==> src/rtl/egress_arb_pkg.sv <==
package egress_arb_pkg;

  // Position inside the packet currently owning the output
  typedef enum logic {
    PH_HEAD = 1'b0,
    PH_BODY = 1'b1
  } pkt_phase_e;

  // Allocation policy
  typedef enum logic {
    ALLOC_FIXED  = 1'b0,
    ALLOC_ROTATE = 1'b1
  } alloc_mode_e;

endpackage

==> src/rtl/egress_grant_sel.sv <==
// Combinational winner search over the request vector.
module egress_grant_sel
  import egress_arb_pkg::*;
#(
  parameter int unsigned NUM_IN     = 4,
  parameter int unsigned SEL_W      = 2,
  parameter alloc_mode_e ALLOC_MODE = ALLOC_ROTATE
) (
  input  logic [NUM_IN-1:0] req,
  input  logic [SEL_W-1:0]  prev_win,
  output logic [SEL_W-1:0]  grant,
  output logic              any_req
);

  assign any_req = |req;

  generate
    if (ALLOC_MODE == ALLOC_FIXED) begin : g_fixed
      // Walk downward so the smallest requesting index is written last
      always_comb begin
        grant = prev_win;
        for (int idx = NUM_IN - 1; idx >= 0; idx--) begin
          if (req[idx]) begin
            grant = SEL_W'(idx);
          end
        end
      end
    end else begin : g_rotate
      // Offsets 1..NUM_IN from the previous winner; smallest offset wins
      always_comb begin
        int unsigned cand;
        grant = prev_win;
        for (int off = NUM_IN; off >= 1; off--) begin
          cand = int'(prev_win) + off;
          if (cand >= NUM_IN) begin
            cand = cand - NUM_IN;
          end
          if (req[cand]) begin
            grant = SEL_W'(cand);
          end
        end
      end
    end
  endgenerate

endmodule

==> src/rtl/egress_alloc_ctrl.sv <==
// Packet phase tracking plus the locked and previous-winner registers.
module egress_alloc_ctrl
  import egress_arb_pkg::*;
#(
  parameter int unsigned SEL_W = 2
) (
  input  logic             clk,
  input  logic             rst_n,
  input  logic             any_req,
  input  logic [SEL_W-1:0] grant,
  input  logic             xfer,
  input  logic             xfer_last,
  output logic [SEL_W-1:0] cur_sel,
  output logic             at_head,
  output logic [SEL_W-1:0] prev_win
);

  pkt_phase_e       phase_q, phase_d;
  logic [SEL_W-1:0] lock_q, lock_d;
  logic [SEL_W-1:0] prev_q, prev_d;
  logic             phase_en, lock_en, prev_en;

  assign at_head  = (phase_q == PH_HEAD);
  assign prev_win = prev_q;

  // Fresh decision only at a packet start with someone waiting
  always_comb begin
    if (at_head && any_req) begin
      cur_sel = grant;
    end else begin
      cur_sel = lock_q;
    end
  end

  // Clock enables
  assign phase_en = xfer;
  assign lock_en  = xfer && at_head;
  assign prev_en  = xfer && xfer_last;

  // Next-state values
  always_comb begin
    phase_d = xfer_last ? PH_HEAD : PH_BODY;
    lock_d  = cur_sel;
    prev_d  = cur_sel;
  end

  always_ff @(posedge clk or negedge rst_n) begin
    if (!rst_n) begin
      phase_q <= PH_HEAD;
      lock_q  <= '0;
      prev_q  <= '0;
    end else begin
      if (phase_en) begin
        phase_q <= phase_d;
      end
      if (lock_en) begin
        lock_q <= lock_d;
      end
      if (prev_en) begin
        prev_q <= prev_d;
      end
    end
  end

  AST_PREV_ONLY_ON_LAST: assert property (@(posedge clk) disable iff (!rst_n)
    !(xfer && xfer_last) |=> $stable(prev_q));

  AST_BODY_AFTER_MID_BEAT: assert property (@(posedge clk) disable iff (!rst_n)
    (xfer && !xfer_last) |=> !at_head);

endmodule

==> src/rtl/egress_out_stage.sv <==
// Optional single output register that keeps one beat per cycle.
module egress_out_stage #(
  parameter int unsigned DATA_W  = 64,
  parameter bit          OUT_REG = 1'b1
) (
  input  logic              clk,
  input  logic              rst_n,
  input  logic              up_valid,
  input  logic              up_last,
  input  logic [DATA_W-1:0] up_data,
  output logic              up_ready,
  output logic              out_valid,
  output logic              out_last,
  output logic [DATA_W-1:0] out_data,
  input  logic              out_ready
);

  generate
    if (OUT_REG) begin : g_reg
      logic              full_q, full_d;
      logic              last_q;
      logic [DATA_W-1:0] data_q;
      logic              load;

      assign up_ready = !full_q || out_ready;
      assign load     = up_valid && up_ready;

      always_comb begin
        if (load) begin
          full_d = 1'b1;
        end else if (out_ready) begin
          full_d = 1'b0;
        end else begin
          full_d = full_q;
        end
      end

      always_ff @(posedge clk or negedge rst_n) begin
        if (!rst_n) begin
          full_q <= 1'b0;
          last_q <= 1'b0;
          data_q <= '0;
        end else begin
          full_q <= full_d;
          if (load) begin
            last_q <= up_last;
            data_q <= up_data;
          end
        end
      end

      assign out_valid = full_q;
      assign out_last  = last_q;
      assign out_data  = data_q;

      AST_OUT_HOLD: assert property (@(posedge clk) disable iff (!rst_n)
        (out_valid && !out_ready) |=> (out_valid && $stable(out_data) && $stable(out_last)));

      AST_OUT_ACCEPT: assert property (@(posedge clk) disable iff (!rst_n)
        (up_valid && up_ready) |=> out_valid);
    end else begin : g_pass
      logic unused_clk_rst;
      assign unused_clk_rst = &{1'b0, clk, rst_n};
      assign up_ready  = out_ready;
      assign out_valid = up_valid;
      assign out_last  = up_last;
      assign out_data  = up_data;
    end
  endgenerate

endmodule

==> src/rtl/pkt_egress_arbiter.sv <==
// N-to-1 packet arbiter for one switch output.
module pkt_egress_arbiter
  import egress_arb_pkg::*;
#(
  parameter int unsigned NUM_IN     = 4,
  parameter int unsigned DATA_W     = 64,
  parameter alloc_mode_e ALLOC_MODE = ALLOC_ROTATE,
  parameter bit          OUT_REG    = 1'b1
) (
  input  logic                     clk,
  input  logic                     rst_n,
  input  logic [NUM_IN-1:0]        in_valid,
  input  logic [NUM_IN-1:0]        in_last,
  input  logic [NUM_IN*DATA_W-1:0] in_data,
  output logic [NUM_IN-1:0]        in_ready,
  output logic                     out_valid,
  output logic                     out_last,
  output logic [DATA_W-1:0]        out_data,
  input  logic                     out_ready
);

  localparam int unsigned SEL_W = (NUM_IN > 1) ? $clog2(NUM_IN) : 1;

  logic [SEL_W-1:0]  grant;
  logic [SEL_W-1:0]  cur_sel;
  logic [SEL_W-1:0]  prev_win;
  logic              any_req;
  logic              at_head;
  logic              stage_ready;
  logic              mux_valid;
  logic              mux_last;
  logic [DATA_W-1:0] mux_data;
  logic              xfer;

  egress_grant_sel #(
    .NUM_IN     (NUM_IN),
    .SEL_W      (SEL_W),
    .ALLOC_MODE (ALLOC_MODE)
  ) u_sel (
    .req      (in_valid),
    .prev_win (prev_win),
    .grant    (grant),
    .any_req  (any_req)
  );

  egress_alloc_ctrl #(
    .SEL_W (SEL_W)
  ) u_ctrl (
    .clk       (clk),
    .rst_n     (rst_n),
    .any_req   (any_req),
    .grant     (grant),
    .xfer      (xfer),
    .xfer_last (mux_last),
    .cur_sel   (cur_sel),
    .at_head   (at_head),
    .prev_win  (prev_win)
  );

  // Data path: only the allocated input reaches the output stage
  always_comb begin
    mux_valid = in_valid[cur_sel];
    mux_last  = in_last[cur_sel];
    mux_data  = in_data[cur_sel*DATA_W +: DATA_W];
  end

  assign xfer = mux_valid && stage_ready;

  generate
    for (genvar gi = 0; gi < NUM_IN; gi++) begin : g_ready
      assign in_ready[gi] = stage_ready && (cur_sel == SEL_W'(gi));
    end
  endgenerate

  egress_out_stage #(
    .DATA_W  (DATA_W),
    .OUT_REG (OUT_REG)
  ) u_out (
    .clk       (clk),
    .rst_n     (rst_n),
    .up_valid  (mux_valid),
    .up_last   (mux_last),
    .up_data   (mux_data),
    .up_ready  (stage_ready),
    .out_valid (out_valid),
    .out_last  (out_last),
    .out_data  (out_data),
    .out_ready (out_ready)
  );

  AST_READY_SINGLE: assert property (@(posedge clk) disable iff (!rst_n)
    $onehot0(in_ready));

  AST_BODY_LOCK: assert property (@(posedge clk) disable iff (!rst_n)
    (xfer && !mux_last) |=> (cur_sel == $past(cur_sel)));

  AST_GRANT_IS_WAITING: assert property (@(posedge clk) disable iff (!rst_n)
    (at_head && any_req) |-> in_valid[cur_sel]);

  AST_IDLE_HOLD: assert property (@(posedge clk) disable iff (!rst_n)
    (at_head && !any_req) |=> (!at_head || (cur_sel == $past(cur_sel)) || any_req));

  generate
    if (ALLOC_MODE == ALLOC_FIXED) begin : g_fixed_chk
      logic [NUM_IN-1:0] below_mask;
      assign below_mask = (NUM_IN'(1) << cur_sel) - NUM_IN'(1);
      AST_FIXED_LOWEST: assert property (@(posedge clk) disable iff (!rst_n)
        (at_head && any_req) |-> ((in_valid & below_mask) == '0));
    end
  endgenerate

endmodule

==> config.mk <==
export PLATFORM = sky130hd
export DESIGN_NAME = pkt_egress_arbiter
export DESIGN_NICKNAME = d
export VERILOG_FILES = /design/src/rtl/egress_arb_pkg.sv /design/src/rtl/egress_grant_sel.sv /design/src/rtl/egress_alloc_ctrl.sv /design/src/rtl/egress_out_stage.sv /design/src/rtl/pkt_egress_arbiter.sv
export SDC_FILE = /design/constraint.sdc
export NUM_CORES = 1
export LEC_CHECK = 0
export BUFFER_PORTS_ARGS = -buffer_cell sky130_fd_sc_hd__buf_2
export CELL_PAD_IN_SITES_DETAIL_PLACEMENT = 0
export CELL_PAD_IN_SITES_GLOBAL_PLACEMENT = 2
export CORE_ASPECT_RATIO = 0.8
export CORE_MARGIN = 5
export CORE_UTILIZATION = 22
export CTS_CLUSTER_DIAMETER = 30
export DETAILED_ROUTE_END_ITERATION = 12
export GPL_ROUTABILITY_DRIVEN = 0
export PLACE_DENSITY_LB_ADDON = 0.12
export REMOVE_ABC_BUFFERS = 1
export SETUP_SLACK_MARGIN = 0.02
export SKIP_LAST_GASP = 1
export SLEW_MARGIN = 15
export SYNTH_ARGS = -nofsm -noshare
export SYNTH_HDL_FRONTEND = slang
export SYNTH_SLANG_ARGS = --single-unit
==> constraint.sdc <==
create_clock -name clk -period 2.85 [get_ports clk]
set_input_delay 0.57 -clock clk [delete_from_list [all_inputs] [get_ports clk]]
set_output_delay 0.57 -clock clk [all_outputs]
set_load 0.05 [all_outputs]
==> results.md, run 1 <==
| Step | Parameter | Value |
|:---|:---|:---|
| clock tree | Sink Count | 71 |
| critical path | Arrival time reported for the critical path endpoint | 2.15 ns |
| clock tree | Worst-Skew Late Latency | 0.34 ns |
| flow run | Max Cap Violations | 0 |
| clock tree | H-tree depth | 3 |
| clock tree | Clock Tree Root | sky130_fd_sc_hd__clkbuf_16 |
| critical path | Worst endpoint required time | 2.28 ns |
| power | Power per standard cell area | 1522 nW/um2 |
| layout | Number of antenna diodes | 0 |
| timing | Min cycle time layout | 2.716 ns |
| clock tree | Maximum buffer depth of the clock tree | 2 |
| hold path | Path type of the worst min-delay path | primary input to async pin |
| global routing | Global-route wire length before repair | 34,420 um |
| clock tree | Total of hold buffers inserted after clock tree synthesis | 0 |
| timing | Number of setup violations in the final report | 0 |
| floorplanning | Core box area | 25,050 um2 |
| timing | Post-route fraction of the period consumed by the critical path | 0.9529 |
| detailed routing | Initial drt markers | 255 |
| yosys | Proportion of synthesized area in mux cells | 0.007451 |
| detailed routing | Post-route antenna net violation count | 0 |
| critical path | Worst Setup Start Kind | primary input |
| yosys | Area share of and/or/nand/nor cells after synthesis | 0.3068 |
| placed design | Total of buffers placed on input and output ports | 336 |
| yosys | Area of the mapped netlist | 5542 um2 |
| floorplanning | Floorplan die area | 28,480 um2 |
| timing | RSZ-0062 raised after global routing | false |
| yosys | Per-instance average area after synthesis | 7.234 um2 |
| timing | Maximum operating frequency | 368.2 MHz |
| placed design | Inst Count DP | 1,391 |
| detailed routing | Via count of the routed design | 5,989 |
| layout | Area Growth Syn to Fin | 43.08% |
| yosys | Synthesis-stage register bit count | 71 |
| yosys | Share of the yosys chip area belonging to registers | 0.3206 |
| detailed routing | Routed length per instance | 15.68 um |
| detailed routing | DRC violations left | 0 |
| floorplanning | Die span in y | 152.0 um |
| global routing | Largest net degree at the start of global routing | 67 |
| critical path | Critical Setup Path Class | primary input to output pin |
| global routing | GRT Overall Usage | 0.1503 |
| clock tree | Cts bufs inserted | 9 |
| layout | Post-Layout Cell Count | 1,406 |
| critical path | CP endpoint kind | output pin |
| placed design | Total half-perimeter wirelength after legalization and detailed placement | 17,130 um |
| yosys | Xor and xnor fraction of the mapped netlist area | 0 |
| run status | Run status | completed |
| detailed routing | Sum of routed wire length over all layers | 22,050 um |
| yosys | Adder and majority cell fraction of the synthesized area | 0 |
| layout | Final #Nets | 1,346 |
| timing | Hold violation total from the final report | 0 |
| floorplanning | X dimension of the die | 187.4 um |
| timing | Worst slew margin relative to its limit | 0.6533 |
| layout | Fraction of the core area covered by cells at the end of the flow | 0.3165 |
| global routing | GR Overflow Total | 0 |
| timing | Count of pins over their slew limit | 0 |
| layout | Share of final-layout standard cells stronger than drive strength 1 | 0.4464 |
| yosys | Instance count of the mapped netlist | 766 |
| critical path | Critical Path Fanout Max | 6 |
| timing | Worst slew pin tran | 0.5147 ns |
| global routing | Via count of the first global-routing pass | 6,078 |
| timing | Clock tree skew after final layout | 0.008147 ns |
| yosys | Main combinational cell family by area after synthesis | simple AND/OR/NAND/NOR gates |
| placed design | Pre-CTS setup slack | 0.05417 ns |
| yosys | Number of distinct library cells after synthesis | 34 |
| power | IR drop worst, VDD | 0.7138 mV |
| global routing | Initial antenna violation count | 2 |
| power | Leak Pwr | 4.295 nW |
| floorplanning | Top-level port count | 337 |
| detailed routing | Routed vias/inst | 4.260 |
| floorplanning | Starting Density | 0.2212 |
| yosys | Warnings from Yosys | 0 |
| yosys | Compound-cell area share of the yosys netlist | 0.2569 |
| floorplanning | Core Rows | 52 |
| detailed routing | Detailed-router iteration count before antenna repair | 4 |
| clock tree | Clock slew at reported path FFs | 0.05 ns |
| timing | Final setup slack of the worst path | 0.1341 ns |
| clock tree | TritonCTS clock tree | yes |
## flip-flops by register name (all words and copies together) (netlist names)
register and count:
u_ctrl.lock_q 2, u_ctrl.phase_q 1, u_ctrl.prev_win 2, u_out.out_data 64
u_out.out_last 1, u_out.out_valid 1
## final cells by class
type	count	area, um2
fillers	2758	17120
multi-input cells	570	3189
repair buffers	360	2039
flip-flops and latches	71	1778
well taps	324	405.4
clock buffers	13	260.3
inverters	67	251.5
clock inverters	1	5.005
## power by group
group          switching, W  internal, W  leakage (nW)
Clock              0.000423     0.000627         0.132
Combinational       0.00624      0.00293          3.30
Sequential         0.000280      0.00157         0.860
Total               0.00694      0.00513          4.29
## layout by cell type, fill, tap and decap left out, types with 3 or more instances in the layout
cell type / synthesis / final
sky130_fd_sc_hd__o211ai_1: 11 / 11
sky130_fd_sc_hd__nand2b_1: 5 / 5
sky130_fd_sc_hd__nor2_1: 4 / 4
sky130_fd_sc_hd__buf_4: 0 / 12
sky130_fd_sc_hd__nand2_1: 332 / 332
sky130_fd_sc_hd__dfrtp_1: 71 / 70
sky130_fd_sc_hd__buf_2: 20 / 333
sky130_fd_sc_hd__mux2i_1: 3 / 3
sky130_fd_sc_hd__nand3_1: 66 / 66
sky130_fd_sc_hd__inv_1: 67 / 67
sky130_fd_sc_hd__o21ai_2: 46 / 45
sky130_fd_sc_hd__buf_12: 0 / 13
sky130_fd_sc_hd__o21ai_1: 14 / 14
sky130_fd_sc_hd__clkbuf_16: 0 / 9
sky130_fd_sc_hd__o211ai_2: 56 / 56
sky130_fd_sc_hd__o21ai_0: 8 / 8
## cell usage after synthesis, drive strengths merged
master | n | area, um2
nand2 | 332 | 1246
dfrtp | 71 | 1777
o21ai | 68 | 513.0
inv | 67 | 251.5
o211ai | 67 | 783.3
nand3 | 66 | 330.3
buf | 38 | 272.8
clkbuf | 20 | 75.07
nand2b | 5 | 31.28
nor2 | 5 | 26.27
a31oi | 3 | 25.02
mux2i | 3 | 30.03
o2111ai | 3 | 32.53
o21a | 3 | 22.52
a21o | 2 | 15.01
a21oi | 2 | 10.01
and3 | 2 | 12.51
a21bo | 1 | 10.01
and2 | 1 | 6.260
and4bb | 1 | 16.27
mux2 | 1 | 11.26
nor3 | 1 | 5.000
o31ai | 1 | 12.51
or3 | 1 | 6.260
or3b | 1 | 8.760
or4 | 1 | 11.26
## cells by family after synthesis
logic type	Yosys count
buffers and inverters	125
and+or+nand+nor	416
muxes	4
AOI/OAI and AO/OA	150
DFF	71
## worst max-delay path, cell delays in order
cell and delay [ns]:
sky130_fd_sc_hd__buf_2 0.13, sky130_fd_sc_hd__or4_4 0.58, sky130_fd_sc_hd__a21bo_1 0.26, sky130_fd_sc_hd__o21ai_4 0.14, sky130_fd_sc_hd__and3_1 0.20, sky130_fd_sc_hd__buf_2 0.26
## path summary, 6_finish.rpt
path	startpoint	to	slack, ns	cells past startpoint
worst max-delay path	in_valid[1]	in_ready[2]	0.13	6
worst min-delay path	rst_n	u_out.out_data[31]	0.19	1
worst max register to register	u_ctrl.prev_win[1]	u_out.out_data[0]	0.39	9
worst min register to register	u_out.out_data[18]	u_out.out_data[18]	0.52	2
max in group asynchronous	rst_n	u_out.out_data[43]	2.06	2
min in group clk	u_out.out_data[18]	u_out.out_data[18]	0.52	2
## repair_timing
item                       CTS  global route
setup buffers                0             1
setup endpoints to repair    1             2
gates resized for setup      1             5
pin swaps                    0             1
## metal layers
layer	global-route usage	wire length (um)	up-vias
met5	0	14	-
met3	0.06743	2227	11
li1	-	-	3122
met4	0.01992	124	4
met2	0.2276	9536	234
met1	0.2036	10150	2618
## per-stage QoR
| step | hold slack [ns] | total power, W | TNS, ns | instance area, um2 |
|---|---|---|---|---|
| 2_1_floorplan | 0.2744 | 0.008104 | -278.53 | 5194 |
| 3_3_place_gp | 0.5111 | 0.01124 | 0 | 7642 |
| 3_5_place_dp | 0.5125 | 0.01121 | 0 | 7642 |
| 4_1_cts | 0.1968 | 0.01233 | 0 | 7910 |
| 5_1_grt | 0.2177 | 0.01319 | 0 | 7929 |
| 6_report | 0.1866 | 0.01207 | 0 | 7929 |
No activity file was read; power rests on OpenSTA's default activity.
==> inputs of run 2 (changes only) <==
==> constraint.sdc (replaced) <==
create_clock -name clk -period 3.05 [get_ports clk]
set_input_delay 0.61 -clock clk [delete_from_list [all_inputs] [get_ports clk]]
set_output_delay 0.61 -clock clk [all_outputs]
set_load 0.05 [all_outputs]
==> run 2 against run 1 <==
Non-clock buffer count increased by 2. Utilization shrank 0.18 points. Hold slack gained 0.11 ns. Clock power is essentially flat. Register-to-register slack better by 0.09 ns. Sequential power decreased by 7%. Clock skew rose by 0.0035 ns. Final area fell by 0.58%. Cell count increased by 0.21%. Combinational power is 8.0% lower. Die area unchanged. Largest power group unchanged. Highest routed layer unchanged.
==> results.md, run 2 (same netlist as run 1, synthesis figures left out) <==
| Step | Parameter | Value |
|:---|:---|:---|
| run status | Run status | completed |
| timing | Clock tree skew after final layout | 0.01169 ns |
| clock tree | Sink Count | 71 |
| timing | Hold violation total from the final report | 0 |
| global routing | Initial antenna violation count | 2 |
| clock tree | TritonCTS clock tree | yes |
| layout | Post-Layout Cell Count | 1,409 |
| floorplanning | X dimension of the die | 187.4 um |
| timing | Post-route fraction of the period consumed by the critical path | 0.9477 |
| clock tree | Total of hold buffers inserted after clock tree synthesis | 0 |
| detailed routing | Initial drt markers | 260 |
| layout | Most common cell after layout, fill and taps aside | sky130_fd_sc_hd__buf_2 |
| critical path | CP endpoint kind | output pin |
| critical path | Worst endpoint required time | 2.44 ns |
| floorplanning | Floorplan die area | 28,480 um2 |
| power | IR drop worst, VDD | 0.7580 mV |
| timing | Number of setup violations in the final report | 0 |
| power | Leak Pwr | 4.289 nW |
| placed design | Total half-perimeter wirelength after legalization and detailed placement | 16,800 um |
| power | Power per standard cell area | 1420 nW/um2 |
| clock tree | Postcts setup bufs | 0 |
| detailed routing | Routed vias/inst | 4.276 |
| critical path | Worst Setup Start Kind | primary input |
| detailed routing | Routed length per instance | 15.62 um |
| floorplanning | Starting Density | 0.2212 |
| timing | Min cycle time layout | 2.891 ns |
| critical path | Critical Setup Path Class | primary input to output pin |
| timing | Worst slack on hold paths | 0.2945 ns |
| detailed routing | Wire length on met2 | 9715 um |
| timing | Maximum operating frequency | 346.0 MHz |
| critical path | Most common cell on crit path | sky130_fd_sc_hd__buf_2 |
| placed design | Total of buffers placed on input and output ports | 336 |
| floorplanning | Top-level port count | 337 |
| detailed routing | Routed metal-1 wirelength | 9784 um |
| detailed routing | Via count of the routed design | 6,025 |
| floorplanning | Core Rows | 52 |
| layout | Share of final-layout standard cells stronger than drive strength 1 | 0.4474 |
| critical path | Sequence of cells on the critical path | buf_2 -> or4_4 -> a21oi_1 -> a31oi_4 -> nand2b_1 -> nor2_1 -> buf_2 |
| layout | Most used cells in the layout excluding fill and tap cells | sky130_fd_sc_hd__buf_2, sky130_fd_sc_hd__nand2_1, sky130_fd_sc_hd__dfrtp_1 |
| timing | Final TNS setup | 0 ns |
| global routing | GR Overflow Total | 0 |
| timing | RSZ-0062 raised after global routing | false |
| clock tree | Cts bufs inserted | 9 |
| floorplanning | Die span in y | 152.0 um |
| detailed routing | Detailed-router iteration count before antenna repair | 4 |
| floorplanning | Core box area | 25,050 um2 |
| global routing | Via count of the first global-routing pass | 5,936 |
| detailed routing | Met3 WL | 2285 um |
| critical path | Slowest CP cell | sky130_fd_sc_hd__or4_4 |
| detailed routing | Sum of routed wire length over all layers | 22,010 um |
| critical path | Largest stage delay, worst path | 0.58 ns |
| critical path | Critical Path Fanout Max | 7 |
| placed design | Inst Count DP | 1,394 |
| global routing | Global-route wire length before repair | 33,890 um |
| timing | Count of pins over their slew limit | 0 |
| clock tree | Clock Tree Root | sky130_fd_sc_hd__clkbuf_16 |
| global routing | Largest net degree at the start of global routing | 73 |
| timing | Worst slew pin tran | 0.7196 ns |
| clock tree | H-tree depth | 3 |
| detailed routing | Post-route antenna net violation count | 0 |
| clock tree | Clock slew at reported path FFs | 0.06 ns |
| clock tree | Worst-Skew Late Latency | 0.34 ns |
| flow run | Max Cap Violations | 0 |
| timing | Worst slew margin relative to its limit | 0.5203 |
| detailed routing | DRC violations left | 0 |
| layout | Largest register FFs | 64 |
| layout | Area Growth Syn to Fin | 42.24% |
| layout | Final #Nets | 1,348 |
| layout | Fraction of the core area covered by cells at the end of the flow | 0.3147 |
| critical path | Arrival time reported for the critical path endpoint | 2.28 ns |
| hold path | Path type of the worst min-delay path | primary input to async pin |
| clock tree | Maximum buffer depth of the clock tree | 2 |
| global routing | GRT Overall Usage | 0.1481 |
| detailed routing | Highest routing layer actually used | met5 |
-- run 2: cell count changes in the layout (fill, tap and decap cells not counted), sizes merged --
cell / change
buf: +1
clkinv: -1
diode: +1
clkbuf: +2
-- run 2: stage by stage --
stage                     setup slack (ns)  area (um2)  power, W
final                               0.1595        7883   0.01119
after global routing               0.03142        7880   0.01218
after CTS                           0.1511        7874   0.01146
after detailed placement           0.09784        7590   0.01036
after global placement              0.1538        7590   0.01037
after floorplan                     -4.170        5194  0.007701
-- run 2: final timing paths --
check | startpoint | end | slack, ns | depth (start not counted)
setup / recovery | in_valid[1] | in_ready[3] | 0.16 | 7
hold / removal | rst_n | u_out.out_data[31] | 0.29 | 1
setup reg to reg | u_ctrl.prev_win[1] | u_out.out_data[54] | 0.48 | 8
hold reg to reg | u_out.out_data[26] | u_out.out_data[26] | 0.52 | 2
max in group asynchronous | rst_n | u_out.out_data[26] | 2.25 | 1
min in group clk | u_out.out_data[26] | u_out.out_data[26] | 0.52 | 2
-- run 2: timing repair --
| action | CTS | global route |
|---|---|---|
| resized for setup | 0 | 1 |
| endpoints found under the hold margin | 0 | 0 |
| endpoints found under the setup margin | 0 | 1 |
-- run 2: final cells by class --
class / instances / area, um2
multi-input cells: 570 / 3189
repair buffers: 362 / 1973
flip-flops and latches: 71 / 1777
well taps: 324 / 405.4
inverters: 67 / 251.5
diodes: 1 / 2.502
clock buffers: 14 / 284.0
fillers: 2838 / 17170
-- run 2: power breakdown --
part | internal [W] | switching [W] | total [W]
Clock | 0.000632 | 0.000403 | 0.00104
Combinational | 0.00263 | 0.00581 | 0.00843
Sequential | 0.00147 | 0.000254 | 0.00172
-- run 2: worst max-delay path, delay by kind of cell --
kind | cells | cell delay, ns
and+or+nand+nor | 3 | 0.90
buffers and inverters | 2 | 0.41
AOI/OAI and AO/OA | 2 | 0.35
-- run 2: metal layers --
| metal | global-route usage | vias to the layer above |
|---|---|---|
| met1 | 0.1928 | 2644 |
| met2 | 0.2269 | 236 |
| li1 | - | 3127 |
| met4 | 0.03040 | 4 |
| met3 | 0.06858 | 14 |
| met5 | 0 | - |
